### config.mk
export PLATFORM = sky130hd
export DESIGN_NAME = flash_cmd_fsm
export DESIGN_NICKNAME = d
export VERILOG_FILES = /design/src/rtl/flash_cmd_pkg.sv /design/src/rtl/fcs_seq_decoder.sv /design/src/rtl/fcs_op_engine.sv /design/src/rtl/fcs_array.sv /design/src/rtl/flash_cmd_fsm.sv
export SDC_FILE = /design/constraint.sdc
export NUM_CORES = 1
export LEC_CHECK = 0
export BUFFER_PORTS_ARGS = -buffer_cell sky130_fd_sc_hd__buf_2
export CELL_PAD_IN_SITES_DETAIL_PLACEMENT = 1
export CELL_PAD_IN_SITES_GLOBAL_PLACEMENT = 1
export CORE_MARGIN = 2
export CORE_UTILIZATION = 45
export DETAILED_ROUTE_END_ITERATION = 10
export PLACE_DENSITY = 0.71
export SYNTH_ARGS = -nofsm -noshare
export SYNTH_HDL_FRONTEND = slang
export SYNTH_SLANG_ARGS = --single-unit
### constraint.sdc
create_clock -name clk -period 2.5 [get_ports clk]
set_input_delay 0.375 -clock clk [delete_from_list [all_inputs] [get_ports clk]]
set_output_delay 0.375 -clock clk [all_outputs]
set_load 0.03 [all_outputs]
### src/rtl/flash_cmd_pkg.sv
// Package: shared types and command codes of the flash command sequencer.
// Assumes byte-wide command data and 11-bit command address matching.
package flash_cmd_pkg;

    localparam int DW = 8;

    localparam logic [DW-1:0] CMD_RESET  = 8'hF0;
    localparam logic [DW-1:0] CMD_UNLK_A = 8'hAA;
    localparam logic [DW-1:0] CMD_UNLK_B = 8'h55;
    localparam logic [DW-1:0] CMD_PROG   = 8'hA0;
    localparam logic [DW-1:0] CMD_ERASE  = 8'h80;
    localparam logic [DW-1:0] CMD_CHIP   = 8'h10;
    localparam logic [DW-1:0] CMD_IDENT  = 8'h90;

    localparam logic [10:0] ADR_UNLK_A = 11'h555;
    localparam logic [10:0] ADR_UNLK_B = 11'h2AA;

    // Sequence decoder step
    typedef enum logic [2:0] {
        SQ_IDLE, SQ_UNL1, SQ_UNL2, SQ_PSETUP, SQ_ERS1, SQ_ERS2, SQ_ERS3
    } seq_t;

    // Embedded operation phase
    typedef enum logic [2:0] {
        OP_IDLE, OP_PROG, OP_PRE, OP_ERASE, OP_FAIL
    } op_t;

    // Read mode as seen on read_sel
    typedef enum logic [1:0] {
        MD_ARRAY  = 2'd0,
        MD_IDENT  = 2'd1,
        MD_STATUS = 2'd2,
        MD_SUSP   = 2'd3
    } mode_t;

endpackage

### src/rtl/fcs_seq_decoder.sv
// Module: command sequence decoder.
// Tracks the unlock/command write steps and emits one-cycle start pulses for
// program, chip erase and identification. Assumes 'listen' is low whenever an
// operation runs, a failure is pending, identification mode is active or reset
// is asserted; while low the decoder holds its step.
module fcs_seq_decoder
    import flash_cmd_pkg::*;
#(
    parameter int ADDR_W = 11
) (
    input  logic              clk,
    input  logic              rst_n,
    input  logic              listen,
    input  logic              home_susp,
    input  logic              we,
    input  logic [ADDR_W-1:0] addr,
    input  logic [DW-1:0]     data,
    output logic              go_prog,
    output logic              go_erase,
    output logic              go_ident,
    output logic              seq_idle
);

    seq_t step_q, step_d;
    logic at_a, at_b;

    assign at_a = (addr == ADDR_W'(ADR_UNLK_A));
    assign at_b = (addr == ADDR_W'(ADR_UNLK_B));

    // Next step and start pulses from the current step and the write
    always_comb begin
        step_d   = step_q;
        go_prog  = 1'b0;
        go_erase = 1'b0;
        go_ident = 1'b0;
        if (listen && we) begin
            if (data == CMD_RESET) begin
                step_d = SQ_IDLE;
            end else begin
                case (step_q)
                    SQ_IDLE:   step_d = (at_a && data == CMD_UNLK_A) ? SQ_UNL1 : SQ_IDLE;
                    SQ_UNL1:   step_d = (at_b && data == CMD_UNLK_B) ? SQ_UNL2 : SQ_IDLE;
                    SQ_UNL2: begin
                        step_d = SQ_IDLE;
                        if (at_a && data == CMD_PROG) begin
                            step_d = SQ_PSETUP;
                        end else if (at_a && data == CMD_ERASE && !home_susp) begin
                            step_d = SQ_ERS1;
                        end else if (at_a && data == CMD_IDENT && !home_susp) begin
                            go_ident = 1'b1;
                        end
                    end
                    SQ_PSETUP: begin
                        go_prog = 1'b1;
                        step_d  = SQ_IDLE;
                    end
                    SQ_ERS1:   step_d = (at_a && data == CMD_UNLK_A) ? SQ_ERS2 : SQ_IDLE;
                    SQ_ERS2:   step_d = (at_b && data == CMD_UNLK_B) ? SQ_ERS3 : SQ_IDLE;
                    SQ_ERS3: begin
                        go_erase = at_a && (data == CMD_CHIP);
                        step_d   = SQ_IDLE;
                    end
                    default:   step_d = SQ_IDLE;
                endcase
            end
        end
    end

    // Step register with synchronous reset
    always_ff @(posedge clk) begin
        if (!rst_n) step_q <= SQ_IDLE;
        else        step_q <= step_d;
    end

    assign seq_idle = (step_q == SQ_IDLE);

endmodule

### src/rtl/fcs_op_engine.sv
// Module: embedded operation engine.
// Times program (PROG_CYC cycles) and chip erase (preprogram phase then erase
// phase, ERASE_CYC cycles each) and holds the failure state. Assumes start
// pulses arrive only while idle. The array is updated by the strobes it emits:
// zero_en at erase start, prog_en and ones_en at the end of their phase.
module fcs_op_engine
    import flash_cmd_pkg::*;
#(
    parameter int ARR_AW    = 6,
    parameter int PROG_CYC  = 8,
    parameter int ERASE_CYC = 12
) (
    input  logic              clk,
    input  logic              rst_n,
    input  logic              go_prog,
    input  logic              go_erase,
    input  logic [ARR_AW-1:0] start_addr,
    input  logic [DW-1:0]     start_data,
    input  logic              we,
    input  logic [DW-1:0]     data,
    input  logic              prog_fail,
    output logic              busy,
    output logic              fail,
    output logic [ARR_AW-1:0] tgt_addr,
    output logic [DW-1:0]     tgt_data,
    output logic              prog_en,
    output logic              zero_en,
    output logic              ones_en
);

    localparam int MAXC  = (PROG_CYC > ERASE_CYC) ? PROG_CYC : ERASE_CYC;
    localparam int CNT_W = $clog2(MAXC + 1);

    op_t              op_q;
    logic [CNT_W-1:0] cnt_q;
    logic             last;

    assign last = (cnt_q == '0);

    // Phase sequencing and countdown
    always_ff @(posedge clk) begin
        if (!rst_n) begin
            op_q     <= OP_IDLE;
            cnt_q    <= '0;
            tgt_addr <= '0;
            tgt_data <= '0;
        end else begin
            case (op_q)
                OP_IDLE: begin
                    if (go_prog) begin
                        op_q     <= OP_PROG;
                        cnt_q    <= CNT_W'(PROG_CYC - 1);
                        tgt_addr <= start_addr;
                        tgt_data <= start_data;
                    end else if (go_erase) begin
                        op_q  <= OP_PRE;
                        cnt_q <= CNT_W'(ERASE_CYC - 1);
                    end
                end
                OP_PROG: begin
                    if (last) op_q <= prog_fail ? OP_FAIL : OP_IDLE;
                    else      cnt_q <= cnt_q - 1'b1;
                end
                OP_PRE: begin
                    if (last) begin
                        op_q  <= OP_ERASE;
                        cnt_q <= CNT_W'(ERASE_CYC - 1);
                    end else begin
                        cnt_q <= cnt_q - 1'b1;
                    end
                end
                OP_ERASE: begin
                    if (last) op_q <= OP_IDLE;
                    else      cnt_q <= cnt_q - 1'b1;
                end
                OP_FAIL: begin
                    if (we && data == CMD_RESET) op_q <= OP_IDLE;
                end
                default: op_q <= OP_IDLE;
            endcase
        end
    end

    // Array strobes and flags from the current phase
    always_comb begin
        busy    = (op_q == OP_PROG) || (op_q == OP_PRE) || (op_q == OP_ERASE);
        fail    = (op_q == OP_FAIL);
        prog_en = (op_q == OP_PROG) && last;
        zero_en = (op_q == OP_IDLE) && go_erase;
        ones_en = (op_q == OP_ERASE) && last;
    end

endmodule

### src/rtl/fcs_array.sv
// Module: sectored cell array.
// Holds 2**ARR_AW bytes in 2**SEC_W equal sectors with no reset, like real
// cells. Program ANDs new data into a byte; zero/ones strobes act on all
// unlocked bytes. Assumes sector_lock is stable while an operation runs.
module fcs_array
    import flash_cmd_pkg::*;
#(
    parameter int ARR_AW = 6,
    parameter int SEC_W  = 2
) (
    input  logic                   clk,
    input  logic [(1<<SEC_W)-1:0]  sector_lock,
    input  logic                   prog_en,
    input  logic [ARR_AW-1:0]      prog_addr,
    input  logic [DW-1:0]          prog_data,
    input  logic                   zero_en,
    input  logic                   ones_en,
    input  logic [ARR_AW-1:0]      rd_addr,
    output logic [DW-1:0]          rd_word,
    output logic                   prog_fail
);

    localparam int DEPTH     = 1 << ARR_AW;
    localparam int SEC_SHIFT = ARR_AW - SEC_W;

    logic [DW-1:0] cells [DEPTH];
    logic          tgt_locked;

    // Per-byte update under the sector lock
    always_ff @(posedge clk) begin
        for (int i = 0; i < DEPTH; i++) begin
            if (!sector_lock[SEC_W'(i >> SEC_SHIFT)]) begin
                if (ones_en)
                    cells[i] <= '1;
                else if (zero_en)
                    cells[i] <= '0;
                else if (prog_en && prog_addr == ARR_AW'(i))
                    cells[i] <= cells[i] & prog_data;
            end
        end
    end

    // Failure detect: a 1 requested where an unlocked cell holds 0
    always_comb begin
        tgt_locked = sector_lock[prog_addr[ARR_AW-1 -: SEC_W]];
        prog_fail  = !tgt_locked && (|(prog_data & ~cells[prog_addr]));
        rd_word    = cells[rd_addr];
    end

endmodule

### src/rtl/flash_cmd_fsm.sv
// Module: top of the flash command sequencer.
// Joins decoder, operation engine and array, keeps identification mode and
// selects read data. Assumes one-cycle write strobes and that suspend_in and
// sector_lock change only while no operation is running.
module flash_cmd_fsm
    import flash_cmd_pkg::*;
#(
    parameter int          ADDR_W    = 11,
    parameter int          ARR_AW    = 6,
    parameter int          SEC_W     = 2,
    parameter int          PROG_CYC  = 8,
    parameter int          ERASE_CYC = 12,
    parameter logic [7:0]  MFR_CODE  = 8'hC5,
    parameter logic [7:0]  DEV_CODE  = 8'h3A
) (
    input  logic                  clk,
    input  logic                  rst_n,
    input  logic                  bus_we,
    input  logic [ADDR_W-1:0]     bus_addr,
    input  logic [7:0]            bus_wdata,
    input  logic [ARR_AW-1:0]     rd_addr,
    output logic [7:0]            rd_data,
    input  logic                  suspend_in,
    input  logic [(1<<SEC_W)-1:0] sector_lock,
    output logic                  busy,
    output logic                  fail_flag,
    output logic [1:0]            read_sel
);

    logic              listen, seq_idle, id_mode;
    logic              go_prog, go_erase, go_ident;
    logic [ARR_AW-1:0] tgt_addr;
    logic [DW-1:0]     tgt_data, rd_word;
    logic              prog_en, zero_en, ones_en, prog_fail;
    mode_t             mode;

    assign listen = rst_n && !busy && !fail_flag && !id_mode;

    fcs_seq_decoder #(.ADDR_W(ADDR_W)) u_dec (
        .clk      (clk),
        .rst_n    (rst_n),
        .listen   (listen),
        .home_susp(suspend_in),
        .we       (bus_we),
        .addr     (bus_addr),
        .data     (bus_wdata),
        .go_prog  (go_prog),
        .go_erase (go_erase),
        .go_ident (go_ident),
        .seq_idle (seq_idle)
    );

    fcs_op_engine #(
        .ARR_AW   (ARR_AW),
        .PROG_CYC (PROG_CYC),
        .ERASE_CYC(ERASE_CYC)
    ) u_eng (
        .clk       (clk),
        .rst_n     (rst_n),
        .go_prog   (go_prog),
        .go_erase  (go_erase),
        .start_addr(bus_addr[ARR_AW-1:0]),
        .start_data(bus_wdata),
        .we        (bus_we),
        .data      (bus_wdata),
        .prog_fail (prog_fail),
        .busy      (busy),
        .fail      (fail_flag),
        .tgt_addr  (tgt_addr),
        .tgt_data  (tgt_data),
        .prog_en   (prog_en),
        .zero_en   (zero_en),
        .ones_en   (ones_en)
    );

    fcs_array #(.ARR_AW(ARR_AW), .SEC_W(SEC_W)) u_arr (
        .clk        (clk),
        .sector_lock(sector_lock),
        .prog_en    (prog_en),
        .prog_addr  (tgt_addr),
        .prog_data  (tgt_data),
        .zero_en    (zero_en),
        .ones_en    (ones_en),
        .rd_addr    (rd_addr),
        .rd_word    (rd_word),
        .prog_fail  (prog_fail)
    );

    // Identification mode: entered by its sequence, left by a reset write
    always_ff @(posedge clk) begin
        if (!rst_n)                                   id_mode <= 1'b0;
        else if (go_ident)                            id_mode <= 1'b1;
        else if (id_mode && bus_we && bus_wdata == CMD_RESET) id_mode <= 1'b0;
    end

    // Mode selection and read multiplexer
    always_comb begin
        if (busy || fail_flag) mode = MD_STATUS;
        else if (id_mode)      mode = MD_IDENT;
        else if (suspend_in)   mode = MD_SUSP;
        else                   mode = MD_ARRAY;
        case (mode)
            MD_STATUS: rd_data = {busy, 1'b0, fail_flag, 5'b0};
            MD_IDENT:  rd_data = rd_addr[0] ? DEV_CODE : MFR_CODE;
            default:   rd_data = rd_word;
        endcase
        read_sel = mode;
    end

endmodule

==> results of run 1 <==
==> synth_stat cells (all sizes together) (4+ instances only) <==
master / count / area (sq um)
a221oi: 12 / 105
nand3b: 4 / 30.0
o21ai: 123 / 616
ha: 4 / 50.1
nor2b: 13 / 81.3
mux4: 137 / 3090
clkbuf: 69 / 259
edfxtp: 256 / 7690
a31o: 160 / 1400
nor3: 11 / 88.8
mux2: 7 / 78.8
buf: 26 / 126
nand3: 25 / 125
mux2i: 35 / 350
and3: 4 / 25.0
nand2: 170 / 638
nand4: 7 / 43.8
a21oi: 34 / 170
nor3b: 5 / 37.5
inv: 12 / 45.0
and2: 4 / 25.0
a22oi: 5 / 37.5
dfxtp: 30 / 601
nor4: 8 / 50.1
nor2: 56 / 260
or2: 7 / 43.8
==> path summary, 6_finish.rpt <==
| check | to | from | slack (ns) |
|---|---|---|---|
| setup / recovery | rd_data[5] | u_arr.cells[18][5] | -0.57 |
| hold / removal | u_eng.tgt_data[3] | bus_wdata[3] | 0.24 |
| setup reg to reg | u_arr.cells[12][7] | u_eng.op_q[2] | -0.16 |
| hold reg to reg | u_dec.step_q[2] | u_dec.step_q[2] | 0.54 |
==> registers in the layout, indices dropped and copies added, names as in the netlist, named ones only <==
register and cells:
u_eng.tgt_data 8, u_eng.cnt_q 4, u_eng.op_q 3, u_eng.tgt_addr 6
id_mode 1, u_arr.cells 256, u_dec.step_q 3
==> kinds of logic after synthesis <==
group	after synthesis	share of synthesized area (%)
AOI/OAI and AO/OA	360	15.6
and+or+nand+nor	337	9.97
DFF	286	50.2
muxes	179	21.3
buffers and inverters	107	2.61
adders and majority gates	4	0.303
==> layout make-up <==
class                           count  area [sq um]
Clock buffer                       38           866
Clock inverter                     22           193
Fill cell                        3468         14200
Inverter                           12          45.0
Multi-Input combinational cell    880          8740
Sequential cell                   286          8300
Tap cell                          468           586
Timing Repair Buffer              380          3420
==> routing by layer <==
metal	global-route usage [%]	wire length, microns	vias up
met1	46.8	25400	7514
met5	0	14	-
li1	-	-	5841
met4	16.9	4760	2
met2	55.4	31900	1189
met3	8.13	8530	294
==> worst reg2reg max path, stage by stage, from the launching register on <==
cell and delay (ns):
dfxtp_4 0.36, nor3_4 0.20, buf_6 0.12, o2111ai_4 0.16, or4_4 0.63, buf_6 0.15, nor3_4 0.15, buf_12 0.15
buf_12 0.15, nor2_4 0.09, a31o_2 0.26
==> power groups by stage <==
stage,Sequential (mW),Combinational [mW],Clock [mW]
after CTS,5.12,0.598,4.93
after floorplan,5.23,0.319,0
after detailed placement,5.23,0.550,0
after global routing,5.12,0.636,5.10
final,5.12,0.617,4.93
after global placement,5.23,0.542,0
==> through the flow <==
| step | hold slack, ns | cell area [sq um] | std cells | util [%] |
|---|---|---|---|---|
| after floorplan | 0.455 | 16600 | 1273 | - |
| after global placement | 0.515 | 19700 | 1994 | 54.1 |
| after detailed placement | 0.523 | 19700 | 1994 | 54.1 |
| after CTS | 0.217 | 21200 | 2071 | 58.4 |
| after global routing | 0.246 | 22200 | 2086 | 61.0 |
| final | 0.235 | 22200 | 2086 | 61.0 |
==> repair_timing <==
item | 4_1_cts | 5_1_grt
endpoints found under the setup margin | 277 | 420
buffers inserted | 20 | 12
cloned | 1 | 5
pin swaps | 21 | 29
gates resized for setup | 77 | 228
==> results.md, run 1 <==
- Max_cap viols: 0
- Final setup margin: -0.573 ns
- Ant. Diodes: 0
- Worst Setup Path Type: reg2out
- Clock Power Share: 46.2%
- Yosys reg bits: 286
- Critical-path cell list: mux4_2, mux4_2, mux2i_1, buf_4, a21oi_2, buf_6
- Power consumption: 10.7 mW
- DRT Pass-1 Iters: 5
- CTS clk-pin slew, worst paths: 0.06 ns
- Cell Int Power: 8.23 mW
- Ys async rst share: 0%
- Die area: 0.0382 sq mm
- CP arrival: 2.70 ns
- Core box area: 0.0363 sq mm
- Register area share after synthesis: 50.2%
- Max-slew violation count: 0
- Leakage: 7.38 nW
- DRT antenna net count: 0
- Family with the most delay on the worst path: multiplexers
- CP startpoint kind: flop
- Fin crit share: 123%
- FMAX: 0.325 GHz
- Syn Inst Count: 1273
- Net Switching: 2.44 mW
- Reg2Reg Depth: 10
- Num CTS Buffers: 34
- Largest net degree at the start of global routing: 36
- CP Data Required Time: 2.12 ns
- Most used cell, CP: mux4_2
- Buf/Inv on CP: 2
- Vias per inst: 7.11
- Max IR drop VDD: 0.400 mV
- Period minus WS final: 3.07 ns
- Dominant synthesized flop cell: edfxtp_1
- PortBufs: 43
- Worst Tran Pin Value: 0.912 ns
- CP max FO: 2
- Clk Tree Root Cell: clkbuf_16
- Synth unique cells: 56
- CP max stage delay: 0.58 ns
- Net Sw Frac: 22.9%
- Die width: 195 microns
- Comb pwr share: 5.8%
- Cts hold-fix bufs: 0
- # IOs: 45
- GRT Residual Overflow: 0
- Worst setup EP type: output pin
- Sequential power share: 48.0%
- Global-route wire length before repair: 99000 microns
- Status: finished, violations left
- Total GRT Usage: 35.4%
- Routed WL: 70600 microns
- Clk_skew: 0.0209 ns
- Average cell area after synthesis: 13.0 sq um
- # setup viols final: 227
- Number of synthesis warnings: 0
- Post-synth EDFFs: 256
- CTS HTree Levels: 2
- Final net count: 1631
- Hold path depth: 4
- Synthesized net count: 1310
- Initial antenna violation count: 1
- Failing checks: setup timing
- Syn Std Cell Area: 0.0165 sq mm
- Share of layout cells above drive strength 1: 47.3%
- Commonest non-fill, non-tap cell in the layout: buf_4
- Hold Path Class: in2reg
- Mean routed wirelength per cell: 33.8 microns
- Hpwl dp: 47300 microns
- Total negative slack: -21.47 ns
- 1st-iter DRT viols: 2104
- PD cells: 482 mW/mm^2
- Critical-path top delay cell: mux4_2
- Vias: 14800
- Post-route DRC: 0
- Crit path depth: 6
- Row cnt: 70
- Area growth from synthesis to layout: 34.3%
- Setup WS pre-CTS: -0.410 ns
- Sink Count: 286
- Chip Height: 195 microns
- Gpl congestion: 0.925
- Commonest cells after routing, fill and taps aside: 269 x buf_4, 256 x edfxtp_1, 137 x mux4_2, 135 x nand2_1, 128 x a31o_1
- Clk buf depth: 3
- Worst skew pair latency: 0.55 ns
- Vias in the first global route: 14700
- RSZ-0062 raised after global routing: true
- Final hold vios: 0
- TritonCTS clock tree: built
- Max_slew headroom: 39.1%
- Initial core utilization: 45.4%
No activity file was read; power rests on OpenSTA's default activity.
==> run 2, diff against run 1 <==
--- a/config.mk
+++ b/config.mk
@@ -12,6 +12,7 @@
 export CORE_UTILIZATION = 45
 export DETAILED_ROUTE_END_ITERATION = 10
 export PLACE_DENSITY = 0.71
+export RECOVER_POWER = 25
 export SYNTH_ARGS = -nofsm -noshare
 export SYNTH_HDL_FRONTEND = slang
 export SYNTH_SLANG_ARGS = --single-unit
==> run 2 against run 1 <==
Compared with the run above:
- the run still ends with setup timing left
- routed wire length down 0.12%
- sequential share of layout area rose by 0.072 points
- final cell count did not move
- design area decreased by 0.19%
- clock-buffer cell count unchanged
- register-to-register slack lost 0.23 ns
- clock skew is 0.0016 ns higher
- critical endpoint unchanged
- largest cell class unchanged
- largest power group unchanged
==> results.md, run 2 (synthesized netlist as in run 1, its figures left out) <==
- Leakage: 7.36 nW
- Total GRT Usage: 35.4%
- Multi-input gate area: 0.00872 sq mm
- Biggest register: u_arr.cells
- Max IR drop VDD: 0.399 mV
- Critical-path cell list: mux4_2, mux4_2, mux2i_1, buf_4, a21oi_2, buf_6
- Clk_skew: 0.0225 ns
- Net Switching: 2.44 mW
- Area growth from synthesis to layout: 34.1%
- FF+latch area: 0.00830 sq mm
- Hold wc startpoint: bus_wdata[3]
- Period minus WS final: 3.07 ns
- Power consumption: 10.7 mW
- Ant. Diodes: 0
- Mean routed wirelength per cell: 33.8 microns
- Fin crit share: 123%
- Post-route DRC: 0
- Sink Count: 286
- PortBufs: 43
- Family with the most delay on the worst path: multiplexers
- CP arrival: 2.70 ns
- Worst reg2reg path startpoint: u_eng.op_q[2]
- Routed WL: 70500 microns
- Initial antenna violation count: 1
- Chip Height: 195 microns
- Failing checks: setup timing
- Max_cap viols: 0
- Most used cell, CP: mux4_2
- CP startpoint: u_arr.cells[18][5]
- CP max stage delay: 0.58 ns
- Die area: 0.0382 sq mm
- Gpl congestion: 0.925
- Cts hold-fix bufs: 0
- CP max FO: 2
- CP Data Required Time: 2.12 ns
- PD cells: 483 mW/mm^2
- Cell Int Power: 8.23 mW
- Worst Tran Pin Value: 0.913 ns
- Global-route wire length before repair: 99000 microns
- Final setup margin: -0.570 ns
- Comb pwr share: 5.8%
- Largest register FFs: 256
- Reg2Reg Depth: 11
- Core box area: 0.0363 sq mm
- Fillers: 3473
- Commonest cells after routing, fill and taps aside: 267 x buf_4, 256 x edfxtp_1, 137 x mux4_2, 135 x nand2_1, 128 x a31o_1
- Setup WS pre-CTS: -0.410 ns
- Row cnt: 70
- Vias: 14900
- Commonest non-fill, non-tap cell in the layout: buf_4
- CTS HTree Levels: 2
- Crit path depth: 6
- Worst Setup Path Type: reg2out
- Die width: 195 microns
- Clk Tree Root Cell: clkbuf_16
- Net Sw Frac: 22.9%
- Clk buf depth: 3
- Hold path depth: 4
- # IOs: 45
- CTS clk-pin slew, worst paths: 0.06 ns
- Worst skew pair latency: 0.55 ns
- Vias in the first global route: 14700
- 1st-iter DRT viols: 2160
- Clock Power Share: 46.3%
- DRT Pass-1 Iters: 5
- Max-slew violation count: 0
- Initial core utilization: 45.4%
- Worst setup EP type: output pin
- Flop-to-flop setup slack: -0.39 ns
- # setup viols final: 544
- Sequential power share: 48.0%
- TritonCTS clock tree: built
- Share of layout cells above drive strength 1: 46.8%
- Regs by FF count: u_arr.cells x256, u_eng.tgt_data x8, u_eng.tgt_addr x6
- Final net count: 1631
- Hold Path Class: in2reg
- Hpwl dp: 47300 microns
- Vias per inst: 7.12
- Largest net degree at the start of global routing: 36
- GRT Residual Overflow: 0
- Max_slew headroom: 39.1%
- Final hold vios: 0
- Critical-path top delay cell: mux4_2
- DRT antenna net count: 0
- Buf/Inv on CP: 2
- RSZ-0062 raised after global routing: true
- Num CTS Buffers: 34
- CP startpoint kind: flop
- FMAX: 0.326 GHz
- Hold slack: 0.235 ns
- Status: finished, violations left
## run 2: timing repair
action,in CTS,in global routing
endpoints found under the setup margin,277,420
setup buffers,20,12
hold endpoints to repair,0,0
cloned,1,5
resized for setup,77,228
pin swaps,21,29
## run 2: cell type report
class                   count  area share, %
multi-input cells         880           39.4
well taps                 468           2.65
flip-flops and latches    286           37.5
clock buffers              38           3.91
inverters                  12          0.204
repair buffers            380           15.4
clock inverters            22          0.871
## run 2: stage by stage
| stage | util, % | instance area (sq um) | instances | setup TNS [ns] |
|---|---|---|---|---|
| after floorplan | - | 16600 | 1273 | -17.08 |
| after global placement | 54.1 | 19700 | 1994 | -12.89 |
| after detailed placement | 54.1 | 19700 | 1994 | -46.32 |
| after CTS | 58.4 | 21200 | 2071 | -3.66 |
| after global routing | 60.9 | 22100 | 2086 | -204.29 |
| final | 60.9 | 22100 | 2086 | -160.71 |
## run 2: worst register-to-register path: cells and delay by family, from the launching register on
family	cells	cell delay (ns)
buffers and inverters	5	1.11
AND/OR/NAND/NOR	3	0.58
AO/OA/AOI/OAI	3	0.56
flip-flops	1	0.35
## run 2: power groups by stage
| stage | Clock [mW] | Combinational, mW | Sequential [mW] |
|---|---|---|---|
| 2_1_floorplan | 0 | 0.319 | 5.23 |
| 3_3_place_gp | 0 | 0.542 | 5.23 |
| 3_5_place_dp | 0 | 0.550 | 5.23 |
| 4_1_cts | 4.93 | 0.598 | 5.12 |
| 5_1_grt | 5.10 | 0.633 | 5.12 |
| 6_report | 4.94 | 0.614 | 5.12 |
## run 2: path summary, 6_finish.rpt
kind | end
worst min register to register | u_dec.step_q[2]
worst min-delay path | u_eng.tgt_data[3]
worst max-delay path | rd_data[5]
worst max register to register | u_arr.cells[14][1]
## run 2: per-layer routing
layer / up-vias / wire length (microns) / global-route usage (%)
met2: 1188 / 31900 / 55.4
met4: 2 / 4730 / 16.9
met5: - / 10 / 0
met1: 7513 / 25100 / 46.8
li1: 5841 / - / -
met3: 306 / 8750 / 8.13
